--- config.mk ---
export PLATFORM = sky130hd
export DESIGN_NAME = vtseq_top
export DESIGN_NICKNAME = d
export VERILOG_FILES = /design/src/rtl/vtseq_pkg.sv /design/src/rtl/vtseq_cfg.sv /design/src/rtl/vtseq_hcnt.sv /design/src/rtl/vtseq_vcnt.sv /design/src/rtl/vtseq_evt.sv /design/src/rtl/vtseq_top.sv
export SDC_FILE = /design/constraint.sdc
export NUM_CORES = 1
export LEC_CHECK = 0
export BUFFER_PORTS_ARGS = -buffer_cell sky130_fd_sc_hd__buf_4
export CAP_MARGIN = 25
export CELL_PAD_IN_SITES_DETAIL_PLACEMENT = 1
export CELL_PAD_IN_SITES_GLOBAL_PLACEMENT = 2
export CORE_MARGIN = 3
export CORE_UTILIZATION = 42
export DETAILED_ROUTE_END_ITERATION = 10
export PLACE_DENSITY = 0.94
export SYNTH_ARGS = -nofsm -noshare
export SYNTH_HDL_FRONTEND = slang
export SYNTH_HIERARCHICAL = 1
export SYNTH_SLANG_ARGS = --single-unit
--- constraint.sdc ---
create_clock -name clk -period 7 [get_ports clk]
set_clock_uncertainty 0.15 [all_clocks]
set_input_delay 0.35 -clock clk [delete_from_list [all_inputs] [get_ports clk]]
set_output_delay 0.35 -clock clk [all_outputs]
set_load 0.05 [all_outputs]
--- src/rtl/vtseq_pkg.sv ---
// Shared constants of the video timing sequencer: register addresses,
// region codes and bit positions of the low-power and polarity fields.
package vtseq_pkg;
    localparam int ADDR_W   = 4;
    localparam int LP_BITS  = 6;
    localparam int POL_BITS = 5;
    localparam int N_VREG   = 4;

    // Vertical regions; the code equals the register address of the count
    localparam logic [1:0] RG_SYNC  = 2'd0;
    localparam logic [1:0] RG_BACK  = 2'd1;
    localparam logic [1:0] RG_ACT   = 2'd2;
    localparam logic [1:0] RG_FRONT = 2'd3;

    localparam logic [ADDR_W-1:0] A_HSA   = 4'd4;
    localparam logic [ADDR_W-1:0] A_HBP   = 4'd5;
    localparam logic [ADDR_W-1:0] A_HLINE = 4'd6;
    localparam logic [ADDR_W-1:0] A_PIX   = 4'd7;
    localparam logic [ADDR_W-1:0] A_LP    = 4'd8;
    localparam logic [ADDR_W-1:0] A_POL   = 4'd9;

    // Low-power permission bit positions
    localparam int LPB_VSYNC  = 0;
    localparam int LPB_VBACK  = 1;
    localparam int LPB_VACT   = 2;
    localparam int LPB_VFRONT = 3;
    localparam int LPB_HBACK  = 4;
    localparam int LPB_HFRONT = 5;

    // Polarity select bit positions
    localparam int POL_DE = 0;
    localparam int POL_VS = 1;
    localparam int POL_HS = 2;
    localparam int POL_SD = 3;
    localparam int POL_CM = 4;
endpackage

--- src/rtl/vtseq_cfg.sv ---
// Staging registers of the sequencer.
// Checks each line count and the pixel count against the limit
// 2**LINE_W-1 and rejects writes above it, pulsing cfg_err.
// Assumes DATA_W > LINE_W and PIX_W >= LINE_W.
module vtseq_cfg
    import vtseq_pkg::*;
#(
    parameter int LINE_W = 11,
    parameter int HCYC_W = 16,
    parameter int PIX_W  = 14,
    parameter int DATA_W = 32
) (
    input  logic                         clk,
    input  logic                         rst_n,
    input  logic                         we,
    input  logic [ADDR_W-1:0]            addr,
    input  logic [DATA_W-1:0]            wdata,
    output logic [N_VREG-1:0][LINE_W-1:0] st_vl,
    output logic [HCYC_W-1:0]            st_hsa,
    output logic [HCYC_W-1:0]            st_hbp,
    output logic [HCYC_W-1:0]            st_hline,
    output logic [PIX_W-1:0]             st_pix,
    output logic [LP_BITS-1:0]           st_lp,
    output logic [POL_BITS-1:0]          pol,
    output logic                         cfg_err
);
    logic over_lim;
    logic lim_tgt;

    assign over_lim = |wdata[DATA_W-1:LINE_W];
    assign lim_tgt  = (addr < ADDR_W'(N_VREG)) || (addr == A_PIX);

    // One staged line count per vertical region
    for (genvar k = 0; k < N_VREG; k++) begin : g_vl
        always_ff @(posedge clk) begin
            if (!rst_n)
                st_vl[k] <= '0;
            else if (we && addr == ADDR_W'(k) && !over_lim)
                st_vl[k] <= wdata[LINE_W-1:0];
        end
    end

    // Horizontal durations, packet size, low-power field and polarity
    always_ff @(posedge clk) begin
        if (!rst_n) begin
            st_hsa   <= '0;
            st_hbp   <= '0;
            st_hline <= '0;
            st_pix   <= '0;
            st_lp    <= '0;
            pol      <= '0;
        end else if (we) begin
            case (addr)
                A_HSA:   st_hsa   <= wdata[HCYC_W-1:0];
                A_HBP:   st_hbp   <= wdata[HCYC_W-1:0];
                A_HLINE: st_hline <= wdata[HCYC_W-1:0];
                A_PIX:   if (!over_lim) st_pix <= wdata[PIX_W-1:0];
                A_LP:    st_lp    <= wdata[LP_BITS-1:0];
                A_POL:   pol      <= wdata[POL_BITS-1:0];
                default: ;
            endcase
        end
    end

    // Flag a rejected over-limit write for one cycle
    always_ff @(posedge clk) begin
        if (!rst_n) cfg_err <= 1'b0;
        else        cfg_err <= we && lim_tgt && over_lim;
    end
endmodule

--- src/rtl/vtseq_hcnt.sv ---
// Horizontal cycle counter.
// Counts from 0 to hline-1 while running and marks the last cycle of the line.
// Assumes hline >= 2.
module vtseq_hcnt #(
    parameter int HCYC_W = 16
) (
    input  logic              clk,
    input  logic              rst_n,
    input  logic              run,
    input  logic [HCYC_W-1:0] hline,
    output logic [HCYC_W-1:0] hcnt,
    output logic              line_end
);
    assign line_end = run && (hcnt == hline - 1'b1);

    // Advance within the line and wrap at its end
    always_ff @(posedge clk) begin
        if (!rst_n)                hcnt <= '0;
        else if (!run || line_end) hcnt <= '0;
        else                       hcnt <= hcnt + 1'b1;
    end
endmodule

--- src/rtl/vtseq_vcnt.sv ---
// Vertical region and line tracker.
// Steps through the regions in code order and skips regions with a count of 0.
// It flags the end of the frame after the last line of the last non-empty region.
// While idle, and at the end of each frame, it reloads the first non-empty region
// from the staged counts.
// Assumes at least one count is non-zero.
module vtseq_vcnt
    import vtseq_pkg::*;
#(
    parameter int LINE_W = 11
) (
    input  logic                          clk,
    input  logic                          rst_n,
    input  logic                          run,
    input  logic                          line_end,
    input  logic [N_VREG-1:0][LINE_W-1:0] act_vl,
    input  logic [N_VREG-1:0][LINE_W-1:0] st_vl,
    output logic [1:0]                    region,
    output logic                          frame_end
);
    logic [LINE_W-1:0] line;
    logic              last_line;
    logic              nxt_found;
    logic [1:0]        nxt_rg;
    logic [1:0]        start_rg;

    assign last_line = (line == act_vl[region] - 1'b1);
    assign frame_end = line_end && last_line && !nxt_found;

    // Lowest non-empty region of the staged counts
    always_comb begin
        start_rg = RG_SYNC;
        for (int i = N_VREG - 1; i >= 0; i--)
            if (st_vl[i] != '0) start_rg = 2'(i);
    end

    // Next non-empty region after the current one
    always_comb begin
        nxt_found = 1'b0;
        nxt_rg    = region;
        for (int i = N_VREG - 1; i >= 1; i--) begin
            if (i > int'(region) && act_vl[i] != '0) begin
                nxt_found = 1'b1;
                nxt_rg    = 2'(i);
            end
        end
    end

    // Region and line state
    always_ff @(posedge clk) begin
        if (!rst_n) begin
            region <= RG_SYNC;
            line   <= '0;
        end else if (!run || frame_end) begin
            region <= start_rg;
            line   <= '0;
        end else if (line_end) begin
            if (last_line) begin
                region <= nxt_rg;
                line   <= '0;
            end else begin
                line <= line + 1'b1;
            end
        end
    end
endmodule

--- src/rtl/vtseq_evt.sv ---
// Event decoder. From the current region and cycle index it forms:
//   - the sync start and end events;
//   - the packet request;
//   - the low-power permission.
// Purely combinational. Assumes hsa >= 1.
module vtseq_evt
    import vtseq_pkg::*;
#(
    parameter int HCYC_W = 16
) (
    input  logic               run,
    input  logic [1:0]         region,
    input  logic [HCYC_W-1:0]  hcnt,
    input  logic [HCYC_W-1:0]  hsa,
    input  logic [HCYC_W-1:0]  hbp,
    input  logic [LP_BITS-1:0] lp,
    output logic               vs_start,
    output logic               vs_end,
    output logic               hs_start,
    output logic               hs_end,
    output logic               pkt_req,
    output logic               lp_allow
);
    logic [HCYC_W:0] hc_x;
    logic [HCYC_W:0] pkt_pt;
    logic            is_sync;
    logic            at_zero;
    logic            at_hsa;

    assign hc_x    = {1'b0, hcnt};
    assign pkt_pt  = {1'b0, hsa} + {1'b0, hbp};
    assign is_sync = (region == RG_SYNC);
    assign at_zero = (hcnt == '0);
    assign at_hsa  = (hcnt == hsa);

    // Sync edges and packet request
    always_comb begin
        vs_start = run &&  is_sync && at_zero;
        vs_end   = run &&  is_sync && at_hsa;
        hs_start = run && !is_sync && at_zero;
        hs_end   = run && !is_sync && at_hsa;
        pkt_req  = run && (region == RG_ACT) && (hc_x == pkt_pt);
    end

    // Low-power permission per region
    always_comb begin
        lp_allow = 1'b0;
        if (run && hcnt >= hsa) begin
            case (region)
                RG_SYNC:  lp_allow = lp[LPB_VSYNC];
                RG_BACK:  lp_allow = lp[LPB_VBACK];
                RG_FRONT: lp_allow = lp[LPB_VFRONT];
                default: begin
                    if (hc_x < pkt_pt)       lp_allow = lp[LPB_HBACK];
                    else if (hc_x == pkt_pt) lp_allow = 1'b0;
                    else                     lp_allow = lp[LPB_VACT] & lp[LPB_HFRONT];
                end
            endcase
        end
    end
endmodule

--- src/rtl/vtseq_top.sv ---
// Video-mode frame and line timing sequencer.
// Holds the active copy of every timing value and refreshes it from staging
// while idle or at a frame boundary. Ties together the counters and the event
// decoder, and normalizes the pixel interface pins.
module vtseq_top
    import vtseq_pkg::*;
#(
    parameter int LINE_W = 11,
    parameter int HCYC_W = 16,
    parameter int PIX_W  = 14,
    parameter int DATA_W = 32
) (
    input  logic              clk,
    input  logic              rst_n,
    input  logic              en,
    input  logic              cfg_we,
    input  logic [3:0]        cfg_addr,
    input  logic [DATA_W-1:0] cfg_wdata,
    input  logic              pin_de,
    input  logic              pin_vs,
    input  logic              pin_hs,
    input  logic              pin_sd,
    input  logic              pin_cm,
    output logic              vs_start,
    output logic              vs_end,
    output logic              hs_start,
    output logic              hs_end,
    output logic              pkt_req,
    output logic [PIX_W-1:0]  pkt_pixels,
    output logic              lp_allow,
    output logic [1:0]        vregion,
    output logic              frame_done,
    output logic              cfg_err,
    output logic              de_norm,
    output logic              vs_norm,
    output logic              hs_norm,
    output logic              sd_norm,
    output logic              cm_norm
);
    logic [N_VREG-1:0][LINE_W-1:0] st_vl, act_vl;
    logic [HCYC_W-1:0]  st_hsa, st_hbp, st_hline;
    logic [HCYC_W-1:0]  act_hsa, act_hbp, act_hline;
    logic [PIX_W-1:0]   st_pix;
    logic [LP_BITS-1:0] st_lp, act_lp;
    logic [POL_BITS-1:0] pol;
    logic               run;
    logic [HCYC_W-1:0]  hcnt;
    logic               line_end;
    logic               frame_end;
    logic [1:0]         region;

    vtseq_cfg #(
        .LINE_W(LINE_W), .HCYC_W(HCYC_W), .PIX_W(PIX_W), .DATA_W(DATA_W)
    ) u_cfg (
        .clk(clk), .rst_n(rst_n), .we(cfg_we), .addr(cfg_addr), .wdata(cfg_wdata),
        .st_vl(st_vl), .st_hsa(st_hsa), .st_hbp(st_hbp), .st_hline(st_hline),
        .st_pix(st_pix), .st_lp(st_lp), .pol(pol), .cfg_err(cfg_err)
    );

    // Running flag follows the enable input
    always_ff @(posedge clk) begin
        if (!rst_n) run <= 1'b0;
        else        run <= en;
    end

    // Active timing copy, refreshed while idle or at the frame boundary
    always_ff @(posedge clk) begin
        if (!rst_n) begin
            act_vl     <= '0;
            act_hsa    <= '0;
            act_hbp    <= '0;
            act_hline  <= '0;
            act_lp     <= '0;
            pkt_pixels <= '0;
        end else if (!run || frame_end) begin
            act_vl     <= st_vl;
            act_hsa    <= st_hsa;
            act_hbp    <= st_hbp;
            act_hline  <= st_hline;
            act_lp     <= st_lp;
            pkt_pixels <= st_pix;
        end
    end

    vtseq_hcnt #(.HCYC_W(HCYC_W)) u_hcnt (
        .clk(clk), .rst_n(rst_n), .run(run), .hline(act_hline),
        .hcnt(hcnt), .line_end(line_end)
    );

    vtseq_vcnt #(.LINE_W(LINE_W)) u_vcnt (
        .clk(clk), .rst_n(rst_n), .run(run), .line_end(line_end),
        .act_vl(act_vl), .st_vl(st_vl), .region(region), .frame_end(frame_end)
    );

    vtseq_evt #(.HCYC_W(HCYC_W)) u_evt (
        .run(run), .region(region), .hcnt(hcnt), .hsa(act_hsa), .hbp(act_hbp),
        .lp(act_lp), .vs_start(vs_start), .vs_end(vs_end), .hs_start(hs_start),
        .hs_end(hs_end), .pkt_req(pkt_req), .lp_allow(lp_allow)
    );

    assign vregion    = region;
    assign frame_done = frame_end;

    // Pixel interface pin normalization
    assign de_norm = pin_de ^ pol[POL_DE];
    assign vs_norm = pin_vs ^ pol[POL_VS];
    assign hs_norm = pin_hs ^ pol[POL_HS];
    assign sd_norm = pin_sd ^ pol[POL_SD];
    assign cm_norm = pin_cm ^ pol[POL_CM];
endmodule

---- Yosys cells after proc, flatten, opt, wreduce, memory -nomap -nowiden ----
Index checks and enable logic that the tools add are counted.
Widths: inputs -> output; s select.
word-level totals
  bits in registers ....................... 260
  output and inout bits ................... 29
  input port bits ......................... 45
  logic and storage cells ................. 135
cells by class
  bitwise gates (word level) .............. 8
  add/subtract/negate cells ............... 5
  reduce and logical (&&, ||, !) cells .... 55
  mux-type cells .......................... 20
  order comparisons ....................... 7
  eq/ne operators ......................... 16
operator list
  operator               number
  $reduce_bool 11->1     7
  $eq 16x16->1           2
  $logic_and 1x1->1      25
  $bmux 11 s2            1
  $mux 11                2
  $reduce_or 21->1       1
  $mux 2                 10
  $add 16x16->17         1
  $eq 16x17->1           1
  $lt 16x17->1           1
  $add 16x1->16 const B  1
  $eq 4x3->1 const B     4
  $ge 16x16->1           1
  $logic_not 16->1       1
  $sub 16x1->16 const B  1
  $add 11x1->11 const B  1
  $eq 11x11->1           1
  $sub 11x1->11 const B  1
  $reduce_and 2->1       5
  $eq 4x2->1 const B     2
  $eq 4x4->1 const B     2
  $mux 1                 6
  $reduce_and 3->1       2
  $xor 1x1->1            5
  other kinds (17)       27

---- Logic depth before layout (Yosys ltp) ----
Gate-level depths: netlist (run 1).
  depth after elaboration ................. 10
  depth in mapped cells ................... 16
  mapped depth without buffers ............ 15

---- Cells and area by module ----
The synthesis (run 1) kept the hierarchy.
by module, submodules not included
  module      area each (sq um)  cells each  times used  seq. area each (sq um)
  vtseq_top   4,580.6            494         1           2,262.2
  vtseq_cfg   4,530.6            451         1           2,362.3
  vtseq_evt   1,664.1            227         1           0.0
  vtseq_vcnt  1,549.0            183         1           260.2
  vtseq_hcnt  1,281.2            163         1           320.3

---- Worst setup path after synthesis (run 1) ----
OpenSTA, ideal clock, no wires.
  kind .................................... register -> register
  start point ............................. register u_vcnt.region[1]
  end point ............................... register pkt_pixels[0]
  clock period less this slack ............ 5,855 ps
  cell stages (with the launch flop) ...... 14
  setup time .............................. 119 ps
  required time ........................... 6,731 ps
  slack ................................... 1,145 ps
  path buffers ............................ 4
  arrival time ............................ 5,586 ps
  path through ............................ dfxtp_1 -> clkbuf_1 -> mux4_2 -> or4_4 -> or4b_4 -> a21oi_2 -> nor2_1 -> or3_1 -> nor4_1 -> nor2b_1 -> buf_6 -> buf_12 -> buf_8 -> mux2i_1
between the ends
  cells in the longest elaborated chain, start to end .. 8
  elaborated cells on any way between the ends .. 17
  classes of those cells .................. add/sub: 1; order compare: 3; eq/ne: 1; mux: 5; reduce/logical: 7
RTL lines
  element                                                                RTL line          source
  from (decl)                                                            vtseq_vcnt.sv:18  output logic [1:0] region,
  from (signal assigned)                                                 vtseq_vcnt.sv:55  region <= start_rg;
  from (signal assigned)                                                 vtseq_vcnt.sv:59  region <= nxt_rg;
  parallel branches: the longest is 6 deep, another holds $sub 11x1->11  -
  $logic_and 1x1->1 (*)                                                  vtseq_vcnt.sv:28  assign frame_end = line_end && last_line && !nxt_found;
  net frame_done                                                         vtseq_top.sv:32   output logic frame_done,
  $logic_or 1x1->1 (*)                                                   vtseq_top.sv:75   end else if (!run || frame_end) begin
  to (signal assigned)                                                   vtseq_top.sv:81   pkt_pixels <= st_pix;
  to (decl)                                                              vtseq_top.sv:29   output logic [PIX_W-1:0] pkt_pixels,
Mark *: on every way through the listed nets, which the timed path passes. The select of a mux whose other input is x is not followed.
A chain may end at the register's enable or synchronous reset.

---- Final worst setup path (run 1) ----
  start point ............................. register act_hsa[0]
  end point ............................... output lp_allow
between the ends
  cells in the longest elaborated chain, start to end .. 6
  elaborated cells on any way between the ends .. 9
  classes of those cells .................. add/sub: 1; order compare: 2; eq/ne: 1; mux: 4; reduce/logical: 1
RTL lines
  element                                                                 RTL line         source
  from (decl)                                                             vtseq_top.sv:42  logic [HCYC_W-1:0] act_hsa, act_hbp, act_hline;
  from (signal assigned)                                                  vtseq_top.sv:77  act_hsa <= st_hsa;
  parallel branches: the longest is 5 deep, another holds $add 16x16->17  -
  $mux 1 (*)                                                              vtseq_evt.sv:48  if (run && hcnt >= hsa) begin
  to (decl)                                                               vtseq_top.sv:30  output logic lp_allow,
Mark *: on every way between the ends.

==> results.md, run 1 <==
* Die X at 186 um
* Syn Inst Count at between 1500 and 2000
* Initial antenna violation count at 0
* H-tree depth at 1
* PnR Total Power at 3.15 mW
* Critical path class: register to primary output
* Most common cell in the netlist: nand2_1
* Post-Syn Nets at around 1600
* CP arrival at approximately 4.7 ns
* DR iter-0 viols at between 600 and 700
* GP Congestion at approximately 0.86
* Sequential area share after synthesis at 0.383
* Slew Limit Fails at 0
* Vias in the first global route at between 10000 and 15000
* Worst Hold Class: primary input to register
* Post-Route WL at 39300 um
* Die height at between 150 and 200 um
* Largest net degree at the start of global routing at approximately 220
* Final setup TNS at 0 ns
* Critical Path Fanout Max at 3
* Synth cell types at 93
* DIE AREA at between 30000 and 40000 um^2
* Largest area contributor in the netlist: dfxtp_1
* Slew headroom at 0.333
* Synth area leaders: dfxtp_1, mux2i_1, nand2_1
* Nets at approximately 1700
* Worst vdd ir at 167 uV
* Total CTS buffers at 29
* Post-DRT Antenna Nets at 0
* Rows at 65
* Worst path required time at 6.50 ns
* Clk sink count at 260
* R2R Path End: act_hsa[14]
* Startpoint types: register
* Most instantiated cells after synthesis: nand2_1, dfxtp_1, mux2i_1, ha_1, nor2_1
* Worst reg-to-reg setup slack at roughly 2.1 ns
* Final setup viols at 0
* GRT Residual Overflow at 0
* Top cell type's share of synthesized area at 0.383
* CTS Buffer Depth at 3
* CP endpoint: lp_allow
* Antenna cell count at 0
* All-Layer GR Usage at 0.224
* Drt first pass iters at 5
* Worst slew pin tran at between 1 and 1.5 ns
* IO Pins at between 70 and 80
* Avg Inst Size Synth at roughly 9.0 um^2
* Drt wl/cell at around 20 um
* Reg clk slew, reported paths at ~0.060 ns
* CP Capture Type: primary output
* CTS tree: done
* Share of cells above drive strength 1 at 0.113
* Max-Cap Viols at 0
* Global-route wire length before repair at between 60000 and 70000 um
* Fmax at 192 MHz
* Finished Cell Area at approximately 15000 um^2
* Final hold viol count at 0
* Synth Flop Type: dfxtp_1
* Async set-reset flop share out of synthesis at 0
* CTS resizes at 0
* IO buf count at 73
* CP Launch Point: act_hsa[0]
* Vias per inst at 5.55
* Hold_buf cts at 19
* Yosys reg bits at 260
* Post-synth EDFFs at 0
* DP Area at 14300 um^2
* Number of remaining DRC errors at 0
* Yosys warning count at 6
* Status: completed
* Core area at approximately 32000 um^2
* Leak Pwr at 5.59 nW
* Clk Latency, worst-skew pair at about 0.54 ns
* Syn Std Cell Area at 13600 um^2
* Initial Utilization at 0.429
* Final worst path period share at 0.745
* Vias at ~11000
* Post-CTS setup buffer count at 0
* RSZ-0062 raised after global routing: no
* Clock root buffer: clkbuf_16
* Cell Pwr Density at 204 nW/um^2
* R2R cell count at 13
* Min Tclk post-route at 5.21 ns
* Detail Placement HPWL at ~28000 um
* Layout area overhead at 13.2%
* R2r startpoint: act_hline[0]
-- critical path, stage by stage (launching register included) --
cell      delay, ns
dfxtp_1        0.34
ha_1           0.24
fa_1           0.46
a211oi_2       0.29
o21ai_1        0.17
nor4bb_1       0.17
nor4_1         0.27
o21bai_1       0.11
xnor2_1        0.15
ha_1           0.31
nand4_1        0.09
nor2_1         0.18
o221ai_1       0.15
o21a_1         0.25
o311a_1        0.38
a211oi_2       0.34
buf_4          0.27
-- worst min-delay path by stage --
stage	start	endpoint	slack [ns]	cells after the start
final	cfg_we	u_cfg/cfg_err	0.09	3
after global routing	cfg_we	u_cfg/cfg_err	0.09	3
after floorplan	u_cfg/st_pix[11]	pkt_pixels[11]	0.28	2
after detailed placement	u_cfg/st_hsa[8]	u_cfg/st_hsa[8]	0.30	2
after CTS	cfg_we	u_cfg/cfg_err	0.07	3
after global placement	u_cfg/st_hsa[9]	u_cfg/st_hsa[9]	0.29	2
-- report_power, final --
part | switching, mW | leakage [nW] | total, mW | internal, mW
Combinational | 0.125 | 3.06 | 0.202 | 0.0767
Sequential | 0.00848 | 2.10 | 1.50 | 1.49
Clock | 0.611 | 0.434 | 1.45 | 0.839
-- cell usage in the layout (no fill, tap or decap), types with 10 or more instances in the layout --
| cell type | count |
|---|---|
| nor3_1 | 32 |
| nor2b_1 | 32 |
| nor2_1 | 52 |
| nand4_1 | 17 |
| xnor2_1 | 37 |
| clkbuf_16 | 29 |
| xor2_1 | 34 |
| mux4_2 | 10 |
| mux2i_1 | 198 |
| nand2b_1 | 11 |
| a21boi_0 | 27 |
| dlygate4sd3_1 | 19 |
| nand3_1 | 22 |
| buf_4 | 81 |
| o21ai_0 | 12 |
| and3_1 | 10 |
| inv_1 | 40 |
| dfxtp_1 | 260 |
| a21oi_1 | 29 |
| nor4_1 | 28 |
| ha_1 | 52 |
| nand2_1 | 388 |
-- cells by family after synthesis --
kind of cell,share of synthesized area
adders and majority gates,0.0493
muxes,0.165
and+or+nand+nor,0.227
AOI/OAI and AO/OA,0.0818
buffers and inverters,0.0491
xor gates and xnor gates,0.0457
DFF,0.383
-- stage by stage --
stage	cells	utilization	setup slack (ns)	hold WS (ns)
after global routing	1992	0.485	1.51	0.0935
after global placement	1921	0.449	2.08	0.291
after floorplan	1518	-	1.14	0.280
after detailed placement	1922	0.449	1.93	0.296
after CTS	1989	0.484	1.60	0.0710
final	1992	0.485	1.79	0.0935
-- sequential cells by signal, summed over array words and instances (netlist names), 11 cells and up --
signal,count
act_hsa,16
act_vl,44
act_hbp,16
u_cfg/st_pix,14
u_cfg/st_hbp,16
u_cfg/st_hline,16
act_hline,16
u_cfg/st_hsa,16
u_hcnt/hcnt,16
u_vcnt/line,11
pkt_pixels,14
u_cfg/st_vl,44
-- cell type report --
cell class / instances / area, um^2
Clock buffer: 42 / 855
Clock inverter: 6 / 45.0
Fill cell: 3694 / 16300
Inverter: 40 / 150
Multi-Input combinational cell: 1136 / 7740
Sequential cell: 260 / 5200
Tap cell: 402 / 503
Timing Repair Buffer: 106 / 898
-- layer usage --
| metal | global-route usage | part of all wire | up-vias |
|---|---|---|---|
| met4 | 0.0548 | 0.023 | 0 |
| met5 | 0 | 0 | - |
| met3 | 0.0283 | 0.034 | 54 |
| li1 | - | - | 5366 |
| met2 | 0.352 | 0.45 | 195 |
| met1 | 0.328 | 0.49 | 5440 |
No activity file was read; power rests on OpenSTA's default activity.
==> inputs of run 2 (changes only) <==
--- a/config.mk
+++ b/config.mk
@@ -10,9 +10,9 @@
 export CELL_PAD_IN_SITES_DETAIL_PLACEMENT = 1
 export CELL_PAD_IN_SITES_GLOBAL_PLACEMENT = 2
 export CORE_MARGIN = 3
-export CORE_UTILIZATION = 42
+export CORE_UTILIZATION = 35
 export DETAILED_ROUTE_END_ITERATION = 10
-export PLACE_DENSITY = 0.94
+export PLACE_DENSITY = 0.84
 export SYNTH_ARGS = -nofsm -noshare
 export SYNTH_HDL_FRONTEND = slang
 export SYNTH_HIERARCHICAL = 1
==> constraint.sdc (replaced) <==
create_clock -name clk -period 4.76 [get_ports clk]
set_clock_uncertainty 0.15 [all_clocks]
set_input_delay 0.238 -clock clk [delete_from_list [all_inputs] [get_ports clk]]
set_output_delay 0.238 -clock clk [all_outputs]
set_load 0.05 [all_outputs]
==> run 2 against run 1 <==
- critical path depth did not move
- total power increased by 51%
- global-route usage is 3.4 points lower
- largest power group is now the clock network
- first-iteration DRC count down 13%
- core utilization is 7.0 points lower
- non-clock buffer count grew 12
- critical path type unchanged
- final cell count up 6.4%
- combinational power up 47%
- sequential power up 47%
==> results.md, run 2 (same netlist as run 1, synthesis figures left out) <==
* Status: completed
* CP arrival at 4.26 ns (-0.45 ns)
* IO Pins at 74 (unchanged)
* Most frequent cells in the layout: nand2_1, dfxtp_1, mux2i_1
* Global-route wire length before repair at 63700 um (+2.9%)
* Worst vdd ir at 208 uV (+25%)
* Fmax at 215 MHz
* Die height at 203 um (+9.2%)
* Biggest regs: act_vl: 44 flops, u_cfg/st_vl: 44 flops
* DR iter-0 viols at 558 (-13%)
* Max-Cap Viols at 0 (unchanged)
* Finished Cell Area at 15800 um^2 (+2.6%)
* Core area at 38000 um^2 (+20%)
* Hold_ws at 0.0266 ns (-0.0669 ns)
* All-Layer GR Usage at 0.190 (-0.0339)
* Number of remaining DRC errors at 0 (unchanged)
* Critical path class: register to primary output
* Startpoint types: register
* Drt wl/cell at 18.9 um (-4.3%)
* Share of cells above drive strength 1 at 0.128 (+0.0149)
* Clk Latency, worst-skew pair at 0.57 ns (+0.03 ns)
* GRT Residual Overflow at 0 (unchanged)
* CTS Buffer Depth at 3 (unchanged)
* Die X at 203 um (+9.2%)
* Vias in the first global route at 11100 (+0.82%)
* Worst slew pin tran at 1.05 ns (+0.0506 ns)
* Clock root buffer: clkbuf_16
* Slew Limit Fails at 0 (unchanged)
* CTS tree: done
* Final setup TNS at 0 ns (unchanged)
* Final setup viols at 0 (unchanged)
* Vias per inst at 5.16 (-7.1%)
* Drt first pass iters at 4 (-1)
* Slew headroom at 0.281 (-0.0519)
* WHS Path Cells at 4 (+1)
* RSZ-0062 raised after global routing: yes
* Fin util at 0.415 (-0.0701)
* PnR Total Power at 4.76 mW (+51%)
* Initial antenna violation count at 0 (unchanged)
* Worst Hold Class: primary input to register
* Final worst path period share at 0.978
* DP Area at 14500 um^2 (+1.7%)
* Rows at 71 (+9.2%)
* Critical Path Fanout Max at 4 (+1)
* IO buf count at 73 (unchanged)
* Cell Pwr Density at 302 nW/um^2 (+48%)
* Vias at 10900 (-1.1%)
* Worst path required time at 4.37 ns (-2.13 ns)
* DIE AREA at 41300 um^2 (+19%)
* Most common cell after layout, fill and taps aside: nand2_1
* Post-Route WL at 40000 um (+1.7%)
* Layout area overhead at 16.1%
* Reg clk slew, reported paths at 0.06 ns (about the same)
* Post-DRT Antenna Nets at 0 (unchanged)
* R2R cell count at 13 (unchanged)
* Nets at 1684 (+0.78%)
* Detail Placement HPWL at 28700 um (+2.0%)
* GP Congestion at 0.864 (+0.31%)
* H-tree depth at 1 (unchanged)
* Antenna cell count at 0 (unchanged)
* Min Tclk post-route at around 4.7 ns
* Initial Utilization at 0.358 (-0.0711)
* Final hold viol count at 0 (unchanged)
* Clk sink count at 260 (unchanged)
* Leak Pwr at 5.70 nW (+1.9%)
* Total CTS buffers at 30 (+3.4%)
* CP Capture Type: primary output
* Filler instances at 4483 (+21%)
* Largest net degree at the start of global routing at 143 (-33%)
-- run 2: cell count changes in the layout (fill, tap and decap cells not counted), moves of 3 or more --
cell,previous run,this run
dfxtp_2,0,3
clkinv_2,1,5
clkbuf_8,8,5
dfxtp_1,260,255
buf_4,81,88
clkbuf_1,5,9
-- run 2: timing repair --
item,4_1_cts,5_1_grt
gates resized for setup,3,16
setup buffers,1,4
pin swaps,2,12
hold buffers,21,0
endpoints found under the hold margin,75,0
setup endpoints to repair,1,4
-- run 2: through the flow --
| step | setup slack (ns) | instances |
|---|---|---|
| 6_report | 0.107 | 2119 |
| 2_1_floorplan | 0.0434 | 1518 |
| 3_5_place_dp | 0.418 | 2038 |
| 4_1_cts | 0.00985 | 2114 |
| 3_3_place_gp | 0.436 | 2036 |
| 5_1_grt | -0.0985 | 2119 |
-- run 2: path summary, 6_finish.rpt --
kind	start	end	slack, ns
hold / removal	cfg_addr[2]	u_cfg/pol[0]	0.03
setup / recovery	act_hsa[1]	lp_allow	0.11
hold reg to reg	u_cfg/st_hsa[10]	act_hsa[10]	0.30
setup reg to reg	act_hline[0]	act_hsa[11]	0.32
-- run 2: cell type report --
class                   instances  area [um^2]  area share
well taps                     511          639      0.0405
clock buffers                  44          853      0.0540
clock inverters                10          116     0.00737
inverters                      40          150     0.00951
flip-flops and latches        260         5220       0.330
repair buffers                118         1010      0.0637
multi-input cells            1136         7810       0.495
-- run 2: routing by layer --
metal | GRT usage | wire length [um] | up-vias
met4 | 0.0391 | 702 | 0
li1 | - | - | 5390
met5 | 0 | 0 | -
met3 | 0.0246 | 1510 | 51
met1 | 0.279 | 19900 | 5314
met2 | 0.301 | 17900 | 174
-- run 2: power breakdown --
| group | switching, mW | internal [mW] |
|---|---|---|
| sequential | 0.0151 | 2.19 |
| combinational | 0.182 | 0.115 |
| clock | 0.919 | 1.34 |
| total | 1.12 | 3.65 |
-- run 2: worst max-delay path, stage by stage, from the launching register on --
cell	delay, ns
dfxtp_2	0.35
ha_1	0.30
a21o_1	0.20
nand4_1	0.15
a21oi_2	0.11
o41ai_4	0.39
buf_4	0.19
nor3_1	0.05
a311oi_1	0.27
ha_1	0.29
nand3_1	0.12
nor2_2	0.06
nand4_1	0.15
nand3_1	0.15
o311a_1	0.41
a211oi_4	0.30
buf_6	0.20
==> inputs of run 3 (changes only) <==
--- a/config.mk
+++ b/config.mk
@@ -11,8 +11,9 @@
 export CELL_PAD_IN_SITES_GLOBAL_PLACEMENT = 2
 export CORE_MARGIN = 3
 export CORE_UTILIZATION = 35
+export CTS_BUF_LIST = sky130_fd_sc_hd__clkbuf_4 sky130_fd_sc_hd__clkbuf_8 sky130_fd_sc_hd__clkbuf_16
 export DETAILED_ROUTE_END_ITERATION = 10
-export PLACE_DENSITY = 0.84
+export PLACE_DENSITY = 0.82
 export SYNTH_ARGS = -nofsm -noshare
 export SYNTH_HDL_FRONTEND = slang
 export SYNTH_HIERARCHICAL = 1
==> run 3 against run 2 <==
- wire length is 0.83% lower
- design area is 0.59% higher
- critical path depth unchanged
- register-to-register slack better by 0.15 ns
- hold slack lost 0.0059 ns
- core utilization rose by 0.25 points
- sequential power is essentially flat
- fmax up 0.35%
- non-clock buffer count fell by 1
==> results.md, run 3 (same netlist as run 1, synthesis figures left out) <==
* Critical Path Fanout Max at 3 (-1)
* H-tree depth at 1 (unchanged)
* Worst setup margin at 0.123 ns (+0.0163 ns)
* Cells after DPL at 2035 (-0.15%)
* Crit path depth at 16 (unchanged)
* Final setup viols at 0 (unchanged)
* Detail Placement HPWL at 28100 um (-1.9%)
* Hold_sp: cfg_wdata[31]
* CTS tree: done
* Fmax at 216 MHz (+0.35%)
* Most frequent cells in the layout: nand2_1, dfxtp_1, mux2i_1
* Critical path's top delay family: compound AO/OA/AOI/OAI gates
* Antenna cell count at 0 (unchanged)
* Total CTS buffers at 30 (unchanged)
* R2r startpoint: u_vcnt/region[0]
* Core area at 38000 um^2 (unchanged)
* WHS Path Cells at 5 (+1)
* Post-Route WL at 39600 um (-0.83%)
* CP cell instances: ha_4 -> fa_2 -> a211oi_4 -> o21ai_2 -> nor4bb_4 -> nor4_2 -> o21bai_1 -> xnor2_1 -> ha_1 -> nand4_1 -> nor2_2 -> o221ai_2 -> o21a_1 -> o311a_1 -> a211oi_2 -> buf_6
* Final worst path period share at 0.974 (-0.00343)
* Largest net degree at the start of global routing at 123 (-14%)
* Biggest regs: act_vl: 44 flops, u_cfg/st_vl: 44 flops
* Post-DRT Antenna Nets at 0 (unchanged)
* CP arrival at 4.25 ns (about the same)
* Share of cells above drive strength 1 at 0.134 (+0.00560)
* Nets at 1683 (-0.059%)
* CTS Buffer Depth at 3 (unchanged)
* Critical path class: register to primary output
* PnR Total Power at 4.97 mW (+4.4%)
* Worst path required time at 4.37 ns (about the same)
* Die X at 203 um (unchanged)
* Status: completed
* Cell Pwr Density at 313 nW/um^2 (+3.8%)
* Layout area overhead at 16.8%
* Slew headroom at 0.362 (+0.0812)
* Drt wl/cell at 18.7 um (-0.83%)
* Worst reg-to-reg setup slack at 0.47 ns (+0.15 ns)
* RSZ-0062 raised after global routing: yes
* R2R cell count at 11 (-2)
* Initial Utilization at 0.358 (unchanged)
* Vias in the first global route at 11300 (+2.0%)
* Hold_ws at 0.0207 ns (-0.00592 ns)
* Worst vdd ir at 197 uV (-5.3%)
* R2R Path End: act_hsa[12]
* Number of remaining DRC errors at 0 (unchanged)
* DR iter-0 viols at 572 (+2.5%)
* Die height at 203 um (unchanged)
* Max stage delay on crit path at 0.40 ns (about the same)
* Clock root buffer: clkbuf_16
* GRT Residual Overflow at 0 (unchanged)
* Finished Cell Area at 15900 um^2 (+0.59%)
* Reg clk slew, reported paths at 0.06 ns (about the same)
* GP Congestion at 0.835 (-3.4%)
* Clk Latency, worst-skew pair at 0.56 ns (about the same)
* Place WS at 0.235 ns (-0.183 ns)
* Vias per inst at 5.17 (+0.27%)
* Initial antenna violation count at 0 (unchanged)
* Drt first pass iters at 5 (+1)
* Post-route insts no fill at 2119 (unchanged)
* CP Capture Type: primary output
* DP Area at 14400 um^2 (-0.32%)
* Global-route wire length before repair at 63500 um (-0.34%)
* Vias at 11000 (+0.27%)
* All-Layer GR Usage at 0.189 (-0.00156)
* Slowest cell on crit path: fa_2
* Rows at 71 (unchanged)
* Slew Limit Fails at 0 (unchanged)
* IO Pins at 74 (unchanged)
* DIE AREA at 41300 um^2 (unchanged)
* IO buf count at 73 (unchanged)
* Worst slew pin tran at 0.947 ns (-0.105 ns)
* Max-Cap Viols at 0 (unchanged)
* Final hold viol count at 0 (unchanged)
* Startpoint types: register
* Most common cell after layout, fill and taps aside: nand2_1
* Worst Hold Class: primary input to register
* Min Tclk post-route at 4.64 ns (-0.0163 ns)
* Hold path endpoint: u_cfg/st_pix[9]
* Crit path buf inv count at 1 (-1)
* Clk sink count at 260 (unchanged)
* Leak Pwr at 5.78 nW (+1.5%)
-- run 3: cell type report --
type	instances	area, um^2
fillers	4456	22100
multi-input cells	1136	7840
flip-flops and latches	260	5210
repair buffers	117	978
clock inverters	11	165
clock buffers	44	905
inverters	40	150
well taps	511	639
-- run 3: what timing repair did --
action,CTS,global route
endpoints found under the hold margin,62,0
hold buffers,21,0
pin swaps,3,12
endpoints found under the setup margin,2,2
gates resized for setup,4,16
setup buffers,1,5
-- run 3: worst register-to-register path: stages, from the launching register on --
cell and delay, ns:
dfxtp_2 0.46, buf_6 0.21, mux4_2 0.58, or3_1 0.49, or4b_4 0.54, a21oi_2 0.16, nor2_1 0.10, or3_1 0.39
nor4_4 0.36, nor2b_4 0.08, buf_12 0.30, mux2i_1 0.32
-- run 3: power breakdown --
group          total [mW]  internal, mW  switching, mW  leakage (nW)
clock                2.47          1.53          0.944         0.536
sequential           2.20          2.19         0.0149          2.10
combinational       0.296         0.114          0.182          3.15
total                4.97          3.83           1.14          5.78
-- run 3: per-stage QoR --
stage	setup TNS, ns	util
final	0	0.418
after global routing	-0.117	0.418
after CTS	0	0.414
after detailed placement	0	0.380
after global placement	0	0.380
after floorplan	0	-
-- run 3: how the worst max path moves through the flow --
stage | to | from
final | lp_allow | act_hsa[0]
after global routing | lp_allow | act_hsa[0]
after CTS | lp_allow | act_hsa[0]
after detailed placement | act_hsa[12] | act_hline[0]
after global placement | act_hbp[12] | act_hline[0]
after floorplan | pkt_pixels[0] | u_vcnt/region[1]
-- run 3: metal layers --
layer / global-route usage / share of wire / vias to the layer above
li1: - / - / 5387
met1: 0.279 / 0.51 / 5343
met2: 0.297 / 0.44 / 184
met3: 0.0251 / 0.039 / 44
met4: 0.0359 / 0.015 / 0
met5: 0 / 0 / -
